<file path="src/rtl/prbs_gen_pkg.sv">
package prbs_gen_pkg;

  localparam int STATE_W   = 31;
  localparam int MODE_CNT  = 4;
  localparam logic [1:0] WORD10_CODE = 2'd3;

  typedef enum logic [1:0] {
    PAT_P11 = 2'd0,
    PAT_P15 = 2'd1,
    PAT_P7  = 2'd2,
    PAT_P31 = 2'd3
  } patMode_e;

  typedef struct packed {
    logic       loopBack;
    logic [2:0] decoupThr;
    patMode_e   mode;
    logic [1:0] wordSel;
    logic       enable;
  } genCfg_t;

  typedef struct packed {
    logic clear;
    logic reseed;
    logic advance;
  } genStrobe_t;

  function automatic int polyLen(input int m);
    case (m)
      0:       return 11;
      1:       return 15;
      2:       return 7;
      default: return 31;
    endcase
  endfunction

  function automatic int polyTap(input int m);
    case (m)
      0:       return 9;
      1:       return 14;
      2:       return 6;
      default: return 28;
    endcase
  endfunction

  function automatic logic [STATE_W-1:0] polyMask(input int m);
    return ~({STATE_W{1'b1}} << polyLen(m));
  endfunction

endpackage

</file>
<file path="src/rtl/prbs_gen_ctrl.sv">
module prbs_gen_ctrl
  import prbs_gen_pkg::*;
(
  input  logic       clk,
  input  logic       rst_n,
  input  genCfg_t    cfg,
  output genStrobe_t strobe,
  output patMode_e   modeSel,
  output logic       loopOut
);

  logic     activeNow;
  logic     activeQ;
  patMode_e modeQ;

  assign activeNow = cfg.enable && (cfg.wordSel == WORD10_CODE);

  always_comb begin
    strobe.advance = activeNow;
    strobe.clear   = !activeNow;
    strobe.reseed  = activeNow && (!activeQ || (cfg.mode != modeQ));
  end

  assign modeSel = cfg.mode;

  always_ff @(posedge clk) begin
    if (!rst_n) begin
      activeQ <= 1'b0;
      modeQ   <= PAT_P11;
      loopOut <= 1'b0;
    end else begin
      activeQ <= activeNow;
      modeQ   <= cfg.mode;
      loopOut <= cfg.loopBack;
    end
  end

  AST_STROBE_EXCL: assert property (@(posedge clk) disable iff (!rst_n)
    $onehot0({strobe.clear, strobe.advance})) else $error("clear and advance together");

  AST_RESEED_AFTER_IDLE: assert property (@(posedge clk) disable iff (!rst_n)
    (strobe.advance && !activeQ) |-> strobe.reseed) else $error("no reseed on start");

  AST_MODE_RESEED: assert property (@(posedge clk) disable iff (!rst_n)
    (strobe.advance && activeQ && (cfg.mode != modeQ)) |-> strobe.reseed) else $error("no reseed on mode change");

endmodule

</file>
<file path="src/rtl/prbs_gen_dp.sv">
module prbs_gen_dp
  import prbs_gen_pkg::*;
#(
  parameter int WORD_W = 10
) (
  input  logic              clk,
  input  logic              rst_n,
  input  genStrobe_t        strobe,
  input  patMode_e          modeSel,
  output logic [WORD_W-1:0] word
);

  localparam logic [STATE_W-1:0] SEED = {STATE_W{1'b1}};

  logic [STATE_W-1:0] stateQ;
  logic [STATE_W-1:0] baseState;
  logic [STATE_W-1:0] nextSel;
  logic [WORD_W-1:0]  bitsSel;
  patMode_e           modeQ;

  assign baseState = strobe.reseed ? SEED : stateQ;

  for (genvar m = 0; m < MODE_CNT; m++) begin : stepG
    localparam int LEN = polyLen(m);
    localparam int TAP = polyTap(m);
    localparam logic [STATE_W-1:0] MASK = polyMask(m);

    logic [STATE_W-1:0] nxt;
    logic [WORD_W-1:0]  bits;

    always_comb begin
      logic [STATE_W-1:0] s;
      logic nb;
      s    = baseState & MASK;
      bits = '0;
      for (int k = 0; k < WORD_W; k++) begin
        nb      = s[LEN-1] ^ s[TAP-1];
        bits[k] = nb;
        s       = {s[STATE_W-2:0], nb} & MASK;
      end
      nxt = s;
    end
  end

  always_comb begin
    case (modeSel)
      PAT_P11: begin nextSel = stepG[0].nxt; bitsSel = stepG[0].bits; end
      PAT_P15: begin nextSel = stepG[1].nxt; bitsSel = stepG[1].bits; end
      PAT_P7:  begin nextSel = stepG[2].nxt; bitsSel = stepG[2].bits; end
      default: begin nextSel = stepG[3].nxt; bitsSel = stepG[3].bits; end
    endcase
  end

  always_ff @(posedge clk) begin
    if (!rst_n) begin
      stateQ <= SEED;
      word   <= '0;
      modeQ  <= PAT_P11;
    end else if (strobe.clear) begin
      stateQ <= SEED;
      word   <= '0;
      modeQ  <= modeSel;
    end else if (strobe.advance) begin
      stateQ <= nextSel;
      word   <= bitsSel;
      modeQ  <= modeSel;
    end
  end

  AST_IDLE_ZERO: assert property (@(posedge clk) disable iff (!rst_n)
    strobe.clear |=> (word == '0)) else $error("word not zero while idle");

  AST_STATE_LIVE: assert property (@(posedge clk) disable iff (!rst_n)
    strobe.advance |=> ((stateQ & polyMask(int'(modeQ))) != '0)) else $error("register reached zero");

endmodule

</file>
<file path="src/rtl/prbs_pattern_gen.sv">
module prbs_pattern_gen
  import prbs_gen_pkg::*;
#(
  parameter int WORD_W = 10
) (
  input  logic              clk,
  input  logic              rst_n,
  input  logic [8:0]        cfgWord,
  output logic [WORD_W-1:0] patWord,
  output logic              loopSel
);

  genCfg_t    cfgS;
  genStrobe_t strobe;
  patMode_e   modeSel;

  assign cfgS = genCfg_t'(cfgWord);

  prbs_gen_ctrl u_ctrl (
    .clk     (clk),
    .rst_n   (rst_n),
    .cfg     (cfgS),
    .strobe  (strobe),
    .modeSel (modeSel),
    .loopOut (loopSel)
  );

  prbs_gen_dp #(.WORD_W(WORD_W)) u_dp (
    .clk     (clk),
    .rst_n   (rst_n),
    .strobe  (strobe),
    .modeSel (modeSel),
    .word    (patWord)
  );

  AST_WIDTH_GATE: assert property (@(posedge clk) disable iff (!rst_n)
    (cfgWord[2:1] != WORD10_CODE) |=> (patWord == '0)) else $error("output with bad width code");

  AST_LOOP_FOLLOW: assert property (@(posedge clk) disable iff (!rst_n)
    rst_n |=> (loopSel == $past(cfgWord[8]))) else $error("loopSel lag wrong");

endmodule

</file>
<file path="config.mk">
export PLATFORM = sky130hd
export DESIGN_NAME = prbs_pattern_gen
export DESIGN_NICKNAME = d
export VERILOG_FILES = /design/src/rtl/prbs_gen_pkg.sv /design/src/rtl/prbs_gen_ctrl.sv /design/src/rtl/prbs_gen_dp.sv /design/src/rtl/prbs_pattern_gen.sv
export SDC_FILE = /design/constraint.sdc
export NUM_CORES = 1
export LEC_CHECK = 0
export ABC_AREA = 1
export BUFFER_PORTS_ARGS = -buffer_cell sky130_fd_sc_hd__clkbuf_2
export CELL_PAD_IN_SITES_DETAIL_PLACEMENT = 0
export CELL_PAD_IN_SITES_GLOBAL_PLACEMENT = 2
export CORE_ASPECT_RATIO = 1.2
export CORE_MARGIN = 2
export CORE_UTILIZATION = 35
export DETAILED_ROUTE_END_ITERATION = 8
export PLACE_DENSITY_LB_ADDON = 0.3
export SLEW_MARGIN = 10
export SYNTH_ARGS = -nofsm -noshare
export SYNTH_HDL_FRONTEND = slang
export SYNTH_SLANG_ARGS = --single-unit
</file>
<file path="constraint.sdc">
create_clock -name clk -period 2.6 [get_ports clk]
set_input_delay 0.13 -clock clk [delete_from_list [all_inputs] [get_ports clk]]
set_output_delay 0.13 -clock clk [all_outputs]
set_load 0.1 [all_outputs]
</file>
; ---- Yosys cells after proc, flatten, opt, wreduce, memory -nomap -nowiden
; Index checks and enable logic that the tools add are counted.
[classes]
muxes = 3
n_reduce_logical = 6
eq_ne = 4
n_bitwise = 38
[op_table]
columns = op, count
row1 = case mux 31 bit (3 select lines), 1
row2 = bitwise XOR 1 bit, 38
row3 = two-way mux 31 bit, 1
row4 = case mux 10 bit (3 select lines), 1
row5 = "== test 2 bit, second input constant", 2
row6 = "== test 2 x 1 -> 1 bit, second input constant", 1
row7 = logical AND 1 bit, 2
row8 = logical NOT 2 bit, 1
row9 = inequality test 2 bit, 1
row10 = AND reduction 2 bit, 1
row11 = logical NOT 1 bit, 1
row12 = logical OR 1 bit, 1
[totals]
out_inout_bits = 11
input_bits = 11
reg_bits = 45

; ---- Logic depth before layout (Yosys ltp)
; Gate-level depths: netlist of the first run.
[logic_depth]
word_depth = 7
mapped_depth = 13
ltp_nobuf = 12

; ---- Hierarchy
; A second synthesis of the first run with hierarchy kept.
[hier_totals]
hier_cells = 338
hier_area_um2 = 2308.5
[modules_own_cells]
columns = mod, area_per_inst_um2, instances, cells_each
row1 = prbs_gen_dp, 2123.3, 1, 311
row2 = prbs_gen_ctrl, 185.2, 1, 27

; ---- Least setup slack after synthesis of the first run
; No wires, ideal clock.
[synth_timing]
path_type = register -> register
start = register u_ctrl.modeQ[1]
end = register u_dp.word[2]
stages_incl_launch_ff = 11
required_ns = 2.480
setup_ns = 0.120
path_buffers = 1
arrival_ns = 1.329
synth_period_minus_slack_ns = 1.449
setup_slack_ns = 1.151
path_cell_list = dfxtp_1 -> inv_1 -> nand2_1 -> nand3_2 -> o21bai_4 -> buf_6 -> nand2_2 -> o211ai_1 -> nand2_1 -> nor2_1 -> nor2_1
[synth_between]
elab_chain_cells = 6
word_cells_on_any_way = 9
cone_classes = eq/ne: 1 / mux: 2 / bitwise: 4 / reduce/logical: 2
[synth_lines]
columns = item, line
row1 = "start, declared", prbs_gen_ctrl.sv:14  ; patMode_e modeQ;
row2 = "start signal, assigned", prbs_gen_ctrl.sv:33  ; modeQ <= cfg.mode;
row3 = inequality test 2 bit (*), prbs_gen_ctrl.sv:21  ; strobe.reseed = activeNow && (!activeQ || (cfg.mode != modeQ));
row4 = logical OR 1 bit (*), prbs_gen_ctrl.sv:21
row5 = logical AND 1 bit (*), prbs_gen_ctrl.sv:21
row6 = two-way mux 31 bit (*), prbs_gen_dp.sv:21  ; assign baseState = strobe.reseed ? SEED : stateQ;
row7 = bitwise XOR 1 bit, prbs_gen_dp.sv:37  ; nb = s[LEN-1] ^ s[TAP-1];
row8 = case mux 10 bit (3 select lines) (*), prbs_gen_dp.sv:46  ; case (modeSel)
row9 = "end signal, assigned", prbs_gen_dp.sv:65  ; word <= bitsSel;
row10 = "end, declared", prbs_gen_dp.sv:10  ; output logic [WORD_W-1:0] word
; Mark *: on every way between the ends. The rest lies on a longest branch, timed or not.
; A chain may end at the register's enable or synchronous reset.

; ---- Worst setup path after layout of the first run
[layout_timing]
start = register u_ctrl.modeQ[1]
end = register u_dp.word[1]
; Same word-level chain as after synthesis.

==> impl_metrics.tcl, run 1 <==
set metrics [dict create \
    status "completed" \
    switching_share_pct 26.1 \
    critical-path-slowest-cell "o21bai_4" \
    hold_viol 0 \
    fillers 676 \
    grt_util_all_layers_pct 19.2 \
    fmax_mhz 517 \
    p_sw_mw 0.364 \
    critPathLaunch "u_ctrl.modeQ[1]" \
    drt_first_pass_iters 4 \
    cp_top_family "simple AND/OR/NAND/NOR gates" \
    power_density_nw_per_um2 556 \
    synth_edf_count 0 \
    ys_top_cells_by_area "dfxtp_1 (41%), nand2_1 (16%), nand3_1 (7.0%), inv_1 (6.9%), o21ai_0 (5.9%)" \
    period_minus_slack_ps 1930 \
    die-height_um 91.3 \
    ir_worst_vdd_uv 338 \
    synth_top_cell_by_area "dfxtp_1" \
    grt_pass1_wl_um 10400 \
    die_area_um2 7010 \
    p_seq_share_pct 51.1 \
    drc 0 \
    synthMuxAreaShare_pct 0 \
    synth_top_family_by_area "simple AND/OR/NAND/NOR gates" \
    finalSetupTns_ps 0 \
    rrSetupSlack_ps 670 \
    grt_max_degree 37 \
    critPathCaptureType "flop" \
    cts_tree "done" \
    power.leakage_nw 1.29 \
    io_pins 22 \
    final_area_um2 2510 \
    min_period_over_period_pct 74.4 \
    num_rows 31 \
    maxCapViolations 0 \
    syn_nets 341 \
    cp_cell_sequence "inv_1 -> nand2_1 -> nand3_2 -> o21bai_4 -> buf_4 -> nand2_2 -> inv_1 -> nand2_1 -> nand3_1 -> o21ai_1 -> nor2_1 -> nor2_1" \
    drive_gt1_share_pct 12.8 \
    skew_ps 8.91 \
    initial_core_util_pct 36.5 \
    clk_pin_slew_worst_paths_ps 90 \
    synth_cell_types 27 \
    synthXorXnorAreaFrac_pct 3.15 \
    placed_area_um2 2400 \
    layout.nets 363 \
    internal_power_mw 1.03 \
    yosys.area_share.simple_pct 32.4 \
    multi_input_area_um2 1080 \
    yosysWarnings 0 \
    maxSlewViolCount 0 \
    arrival_ps 2120 \
    r2r_cells 12 \
    clock_sinks 45 \
    coreArea_um2 6090 \
    crit_path_max_incr_delay_ps 400 \
    setup_viol 0 \
    yosysTopAreaCellShare_pct 40.5 \
    syn-cell-area_um2 2220 \
    cp.required_ps 2780 \
    num_vias 2099 \
    insertion_delay_ps 300 \
    clock_path_buffers 2 \
    antenna_found_initial 0 \
    crit_fanout 20 \
    dpl.hpwl_um 4530 \
    gp_congestion 0.860 \
    wire_per_inst_um 14.3 \
    ys.flop_type "dfxtp_1" \
    vias_per_cell 4.84 \
    worstSetupPathType "reg -> reg" \
    synth_adder_area_share_pct 0 \
    syn-instance-count 330 \
    drt_wl_total_um 6200 \
    slew_headroom_pct 58.9 \
    async_flop_share_pct 0 \
    cp_num_buf_inv 3 \
    seq_area_frac_synth_pct 40.5 \
    drtIter0Drc 112 \
    area_growth_pct 12.9 \
    grt_pass1_vias 2018 \
    antenna_cells 0 \
    overflow 0 \
    hold_class "in -> reg" \
    regArea_um2 901 \
    synth-compound-area-share_pct 13.3 \
    cts.htree.levels 2 \
    rsz0062_at_grt "no" \
    ys_ff_latch 45 \
    reg2reg_from "u_ctrl.modeQ[1]" \
    endpoint "u_dp.word[1]" \
    syn_avg_cell_area_um2 6.74 \
    postCtsHoldBufs 1 \
    start_kind "flop" \
    cp.depth 12 \
    pwr-share-clk_pct 37.3 \
    p_comb_share_pct 11.6 \
    cts_root_buffer "clkbuf_8" \
    cts_resized 0 \
    die_w_um 76.8 \
    cts_buffers 5 \
    cts_setup_buffers 0 \
    ant_nets 0 \
    r2r_end "u_dp.word[1]" \
    tightest_slew_ps 615 \
    io_buffer_count 18 \
]
-- kinds of logic (layout without fill, tap and decap cells) --
kind of cell | after synthesis | after routing
AOI/OAI and AO/OA | 52 | 52
and+or+nand+nor | 170 | 170
DFF | 45 | 45
buffers and inverters | 55 | 77
xor gates and xnor gates | 8 | 8
-- how the worst min path moves through the flow --
stage	from	to	cells after the start
2_1_floorplan	rst_n	u_ctrl.loopOut	2
4_1_cts	rst_n	u_ctrl.loopOut	3
3_3_place_gp	cfgWord[8]	u_ctrl.loopOut	3
6_report	rst_n	u_ctrl.loopOut	3
3_5_place_dp	cfgWord[8]	u_ctrl.loopOut	3
5_1_grt	rst_n	u_ctrl.loopOut	3
-- state kept, by name, summed over array words and instances (netlist names) --
| register | count |
|---|---|
| u_ctrl.activeQ | 1 |
| u_ctrl.loopOut | 1 |
| u_ctrl.modeQ | 2 |
| u_dp.stateQ | 31 |
| u_dp.word | 10 |
-- metrics by stage --
stage | power (mW) | std cells | hold slack [ps] | utilization [%] | worst slack (ps)
after floorplan | 0.847 | 330 | 223 | - | 1150
after global placement | 0.890 | 426 | 313 | 39.3 | 531
after detailed placement | 0.890 | 426 | 317 | 39.3 | 491
after CTS | 1.41 | 434 | 47.1 | 41.2 | 643
after global routing | 1.46 | 434 | 69.8 | 41.2 | 350
final | 1.40 | 434 | 46.2 | 41.2 | 666
-- Yosys cell counts (2+ instances only) --
master	n
a21oi_1	8
xor2_1	3
nand4_1	4
o21ai_0	26
nand3_1	31
buf_6	4
nand2_1	93
nand2_2	6
nor2_1	32
dfxtp_1	45
inv_2	2
o211ai_1	3
inv_1	41
clkbuf_1	6
o21ai_1	10
xnor2_1	5
-- routing by layer --
metal	global-route usage, %	wire, um	vias up
met4	6.67	99	0
met3	2.98	257	7
met1	24.7	2920	959
met5	0	0	-
met2	32.4	2920	45
li1	-	-	1088
-- layout by cell type (no fill, tap or decap), drive strengths merged --
master	n
a21oi	8
a31o	1
buf	7
bufinv	1
clkbuf	23
clkinv	2
dfxtp	45
dlygate4sd3	1
inv	43
nand2	100
nand3	32
nand4	4
nor2	32
nor3	1
o2111ai	1
o211ai	3
o21a	1
o21ai	37
o21bai	1
or2	1
xnor2	5
xor2	3
-- worst min-delay path, cell delays in order --
cell,delay [ps]
clkbuf_2,110
nand2_1,50
inv_1,40
-- cell type report --
type / instances / share of cell area, %
multi-input cells: 230 / 43.2
flip-flops and latches: 45 / 35.9
inverters: 44 / 6.58
repair buffers: 26 / 6.08
well taps: 82 / 4.09
clock buffers: 5 / 2.74
clock inverters: 2 / 1.40
-- power by group through the flow --
stage / logic [mW] / clock network [mW] / registers [mW]
after floorplan: 0.101 / 0 / 0.746
after global placement: 0.161 / 0 / 0.729
after detailed placement: 0.161 / 0 / 0.729
after CTS: 0.163 / 0.533 / 0.713
after global routing: 0.182 / 0.562 / 0.715
final: 0.162 / 0.521 / 0.713
(Power assumes the default switching activity.)
==> inputs of run 2 (changes only) <==
- CORE_UTILIZATION: 35 -> 29
- clock period: 2.6 -> 1.7 ns (I/O delays scaled with it)
==> run 2 against run 1 <==
Against the previous run:
- via count up 3.7%
- fmax up 17%
- critical endpoint is now u_dp.stateQ[3]
- die area grew 20%
- sequential share of layout area down 2.8 points
- total power rose by 49%
- register-to-register slack got worse by 620 ps
- non-clock buffer count is 13 higher
- global-route usage is 3.0 points lower
- critical path depth rose by 1
- combinational power up 78%
==> impl_metrics.tcl, run 2 (synthesis results as in run 1) <==
set metrics [dict create \
    status "completed" \
    fmax_mhz 604 \
    arrival_ps 1850 \
    crit_fanout 11 \
    antenna_found_initial 0 \
    critPathLaunch "u_ctrl.modeQ[1]" \
    clock_sinks 45 \
    largest_register_ffs 31 \
    drt_first_pass_iters 4 \
    worstSetupPathType "reg -> reg" \
    insertion_delay_ps 310 \
    area_growth_pct 22.5 \
    cts_buffers 5 \
    cts_root_buffer "clkbuf_8" \
    tightest_slew_ps 541 \
    maxCapViolations 0 \
    power_density_nw_per_um2 762 \
    crit_path_max_incr_delay_ps 300 \
    clk_pin_slew_worst_paths_ps 90 \
    r2r_end "u_dp.stateQ[3]" \
    ant_nets 0 \
    p_comb_share_pct 13.9 \
    switching_share_pct 27.8 \
    io_pins 22 \
    gp_congestion 0.895 \
    vias_per_cell 4.78 \
    final_cell_mix "nand2_1 (91), dfxtp_1 (45), inv_1 (39)" \
    drt_wl_total_um 6680 \
    start_kind "flop" \
    r2r_cells 13 \
    grt_pass1_wl_um 10500 \
    finalSetupTns_ps 0 \
    cp_top_family "simple AND/OR/NAND/NOR gates" \
    hold_path_depth 3 \
    skew_ps 11.3 \
    layout.cells.most_common "nand2_1" \
    reg2reg_from "u_ctrl.modeQ[1]" \
    drtIter0Drc 118 \
    die-height_um 99.9 \
    postLayoutCoreUtil_pct 37.0 \
    holdPathEnd "u_ctrl.loopOut" \
    drc 0 \
    hold_slack_ps 11.6 \
    initial_core_util_pct 30.2 \
    final_cells 455 \
    cp_cell_sequence "inv_1 -> nand2_1 -> nand3_2 -> o21bai_4 -> buf_12 -> nand2_1 -> nand2_1 -> nand2_1 -> nor2_1 -> nor2_1 -> nand2_1 -> nand2_1 -> nand2_1" \
    grt_pass1_vias 2038 \
    layout.nets 376 \
    rsz0062_at_grt "yes" \
    period_minus_slack_ps 1650 \
    num_vias 2176 \
    critPathCaptureType "flop" \
    top_register "u_dp.stateQ" \
    hold_viol 0 \
    p_sw_mw 0.576 \
    reg_top3 "u_dp.stateQ x31, u_dp.word x10, u_ctrl.modeQ x2" \
    overflow 0 \
    cp_num_buf_inv 2 \
    internal_power_mw 1.50 \
    grt_max_degree 37 \
    coreArea_um2 7360 \
    hold_class "in -> reg" \
    drive_gt1_share_pct 20.5 \
    dpl.hpwl_um 4800 \
    antenna_cells 0 \
    postLayoutSetupSlackWorst_ps 45.1 \
    die_area_um2 8390 \
    clock_path_buffers 2 \
    cp.required_ps 1900 \
    pre_cts_slack_ps 72.3 \
    pwr-share-clk_pct 33.6 \
    slew_headroom_pct 64.1 \
    min_from "rst_n" \
    ir_worst_vdd_uv 284 \
    placed_cells 445 \
    wire_per_inst_um 14.7 \
    cts.htree.levels 2 \
    p_seq_share_pct 52.5 \
    maxSlewViolCount 0 \
    critical-path-slowest-cell "dfxtp_1" \
    setup_viol 0 \
    cts_tree "done" \
    critPathMostFrequentCell "nand2_1" \
    min_period_over_period_pct 97.3 \
    die_w_um 83.9 \
    io_buffer_count 18 \
    fillers 817 \
    grt_util_all_layers_pct 16.2 \
    rrSetupSlack_ps 50 \
    num_rows 34 \
    power.leakage_nw 1.37 \
]
==> run 2: layer usage <==
metal	GRT usage (%)	wire length, um	vias to the layer above
met5	0	0	-
met4	5.33	123	0
met3	2.47	194	8
met2	27.8	3220	42
met1	20.8	3140	1018
li1	-	-	1108
==> run 2: how the worst max path moves through the flow <==
stage                           endpoint  slack [ps]  depth (start not counted)
after global routing      u_dp.stateQ[3]        -110                         13
final                     u_dp.stateQ[3]          50                         13
after global placement    u_dp.stateQ[3]          70                         12
after floorplan             u_dp.word[2]         250                         10
after detailed placement  u_dp.stateQ[3]          70                         12
after CTS                 u_dp.stateQ[3]          60                         12
==> run 2: layout make-up <==
cell class / instances / area [um^2] / area share [%]
Tap cell: 90 / 113 / 4.14
Inverter: 44 / 165 / 6.07
Multi-Input combinational cell: 230 / 1160 / 42.8
Timing Repair Buffer: 39 / 293 / 10.8
Sequential cell: 45 / 901 / 33.1
Clock buffer: 7 / 86.3 / 3.17
==> run 2: what timing repair did <==
item,4_1_cts,5_1_grt
endpoints found under the setup margin,0,16
hold endpoints to repair,1,0
buffers inserted,0,1
gates resized for setup,0,24
hold buffers,1,0
==> run 2: metrics by stage <==
stage	power, mW	area [um^2]
floorplan	1.29	2220
global placement	1.38	2510
detailed placement	1.38	2510
CTS	2.08	2610
global route	2.16	2720
finish	2.08	2720
==> run 2: power by group through the flow <==
stage | clock (mW) | combinational [mW] | sequential, mW
after floorplan | 0 | 0.155 | 1.14
after global routing | 0.749 | 0.320 | 1.09
after global placement | 0 | 0.269 | 1.12
after detailed placement | 0 | 0.267 | 1.12
final | 0.696 | 0.289 | 1.09
after CTS | 0.718 | 0.270 | 1.09
==> run 2: worst register-to-register path, stage by stage, from the launching register on <==
cell	delay [ps]
dfxtp_1	300
inv_1	70
nand2_1	60
nand3_2	90
o21bai_4	80
buf_12	150
nand2_1	220
nand2_1	80
nand2_1	130
nor2_1	50
nor2_1	100
nand2_1	50
nand2_1	100
nand2_1	60
==> inputs of run 3 (changes only) <==
- CORE_ASPECT_RATIO: 1.2 -> 1.5
- RECOVER_POWER: unset -> 100
==> run 3 against run 2 <==
Against the previous run:
- fmax fell by 1.5%
- highest routed layer unchanged
- first-iteration DRC count increased by 10%
- critical endpoint is now u_dp.word[1]
- critical path depth is the same
- worst hold slack better by 15 ps
- routed wire length rose by 5.2%
- sequential share of layout area is 2.0 points lower
- setup slack worse by 25 ps
- combinational power increased by 4%
==> impl_metrics.tcl, run 3 (synthesis results as in run 1) <==
set metrics [dict create \
    status "completed" \
    antenna_found_initial 0 \
    crit_fanout 13 \
    ir_worst_vdd_uv 538 \
    use_met2_pct 31.0 \
    critPathCaptureType "flop" \
    holdPathEnd "u_ctrl.loopOut" \
    gp_congestion 0.878 \
    drt_wl_total_um 7020 \
    grt_pass1_vias 2066 \
    min_from "rst_n" \
    overflow 0 \
    largest_register_ffs 31 \
    slew_headroom_pct 64.2 \
    cp.required_ps 1890 \
    p_seq_share_pct 41.1 \
    vias_per_cell 4.56 \
    drtIter0Drc 130 \
    rrSetupSlack_ps 20 \
    period_minus_slack_ps 1680 \
    cts.htree.levels 2 \
    p_comb_share_pct 11.3 \
    setup_viol 0 \
    final_cell_mix "nand2_1 (82), dfxtp_1 (43), inv_1 (38)" \
    rsz0062_at_grt "yes" \
    die_w_um 75.5 \
    clk_pin_slew_worst_paths_ps 70 \
    hold_class "in -> reg" \
    reg_top3 "u_dp.stateQ x31, u_dp.word x10, u_ctrl.modeQ x2" \
    coreArea_um2 7510 \
    die-height_um 111 \
    tightest_slew_ps 540 \
    top_register "u_dp.stateQ" \
    drc 0 \
    grt_max_degree 31 \
    area_growth_pct 30.8 \
    num_vias 2148 \
    ant_nets 0 \
    initial_core_util_pct 29.6 \
    clock_sinks 45 \
    start_kind "flop" \
    r2r_end "u_dp.word[1]" \
    worstSetupPathType "reg -> reg" \
    drive_gt1_share_pct 24.7 \
    grt_busiest_layer "met2" \
    num_rows 39 \
    dpl.hpwl_um 5190 \
    cts_tree "done" \
    io_buffer_count 18 \
    grt_util_all_layers_pct 17.9 \
    drt_first_pass_iters 4 \
    maxSlewViolCount 0 \
    cts_buffers 5 \
    p_sw_mw 0.637 \
    r2r_cells 13 \
    internal_power_mw 2.02 \
    arrival_ps 1870 \
    maxCapViolations 0 \
    layout.nets 379 \
    hold_path_depth 3 \
    skew_ps 6.51 \
    die_area_um2 8400 \
    grt_pass1_wl_um 10900 \
    cts_root_buffer "clkbuf_16" \
    min_period_over_period_pct 98.8 \
    wire_per_inst_um 14.9 \
    pwr-share-clk_pct 47.6 \
    layout.cells.most_common "nand2_1" \
    insertion_delay_ps 290 \
    use_met1_pct 20.9 \
    antenna_cells 0 \
    io_pins 22 \
    hold_viol 0 \
    postLayoutCoreUtil_pct 38.7 \
    switching_share_pct 24.0 \
    reg2reg_from "u_ctrl.modeQ[0]" \
    clock_path_buffers 2 \
    power.total_mw 2.66 \
    power_density_nw_per_um2 915 \
    grtUsageMet3_pct 2.91 \
    fmax_mhz 595 \
    power.leakage_nw 1.44 \
]
## run 3: cell types whose count changed in the layout (fill, tap and decap cells not counted), moves of 5 or more
| cell | before | now |
|---|---|---|
| clkbuf_16 | 1 | 6 |
| clkbuf_8 | 6 | 0 |
| nand2_1 | 91 | 82 |
| nand2_2 | 4 | 12 |
## run 3: how the worst max path moves through the flow
stage                          startpoint        endpoint  slack [ps]  depth (start not counted)
after global routing      u_ctrl.modeQ[1]  u_dp.stateQ[4]         -70                         12
after global placement    u_ctrl.modeQ[1]  u_dp.stateQ[3]          40                         13
after CTS                 u_ctrl.modeQ[1]    u_dp.word[5]           2                         11
after detailed placement  u_ctrl.modeQ[1]    u_dp.word[5]          20                         11
final                     u_ctrl.modeQ[0]    u_dp.word[1]          20                         13
after floorplan           u_ctrl.modeQ[1]    u_dp.word[2]         250                         10
## run 3: stage by stage
step	setup TNS [ps]	setup slack (ps)	std cells	hold slack [ps]	cell area [um^2]
after CTS	0	2.08	465	32.6	2720
after detailed placement	0	19.3	456	276	2520
after global routing	-478	-74.4	471	51.4	2910
after global placement	0	38.4	456	266	2520
after floorplan	0	251	330	178	2220
final	0	20.6	471	26.8	2910
## run 3: power by group through the flow
| stage | registers [mW] | clock network (mW) | logic (mW) |
|---|---|---|---|
| 2_1_floorplan | 1.14 | 0 | 0.155 |
| 4_1_cts | 1.09 | 1.29 | 0.270 |
| 5_1_grt | 1.10 | 1.33 | 0.334 |
| 3_3_place_gp | 1.12 | 0 | 0.269 |
| 3_5_place_dp | 1.12 | 0 | 0.267 |
| 6_report | 1.09 | 1.26 | 0.301 |
## run 3: critical path, cell delays in order (launching register included)
cell	delay (ps)
dfxtp_2	330
inv_2	30
nand2_2	50
nand3_2	90
o21bai_4	180
buf_4	150
clkbuf_16	170
nand2_2	70
inv_1	70
nand2_1	50
nand3_1	60
o21ai_1	90
nor2_1	160
nor2_1	60
## run 3: repair_timing
item | 4_1_cts | 5_1_grt
setup endpoints to repair | 0 | 17
endpoints found under the hold margin | 1 | 0
setup buffers | 0 | 5
gates resized for setup | 0 | 43
hold buffers | 1 | 0
## run 3: area by class of cell
cell class	count	area (um^2)
clock buffer	5	125
inverter	44	165
fill	869	4610
clock inverter	3	65.1
multi-input combinational	230	1190
tap	102	128
sequential	45	903
timing repair buffer	42	327
## run 3: routing by layer
metal	routed length (um)	vias up
met5	0	-
met1	2880	982
met3	160	16
met2	3770	32
li1	-	1118
met4	210	0
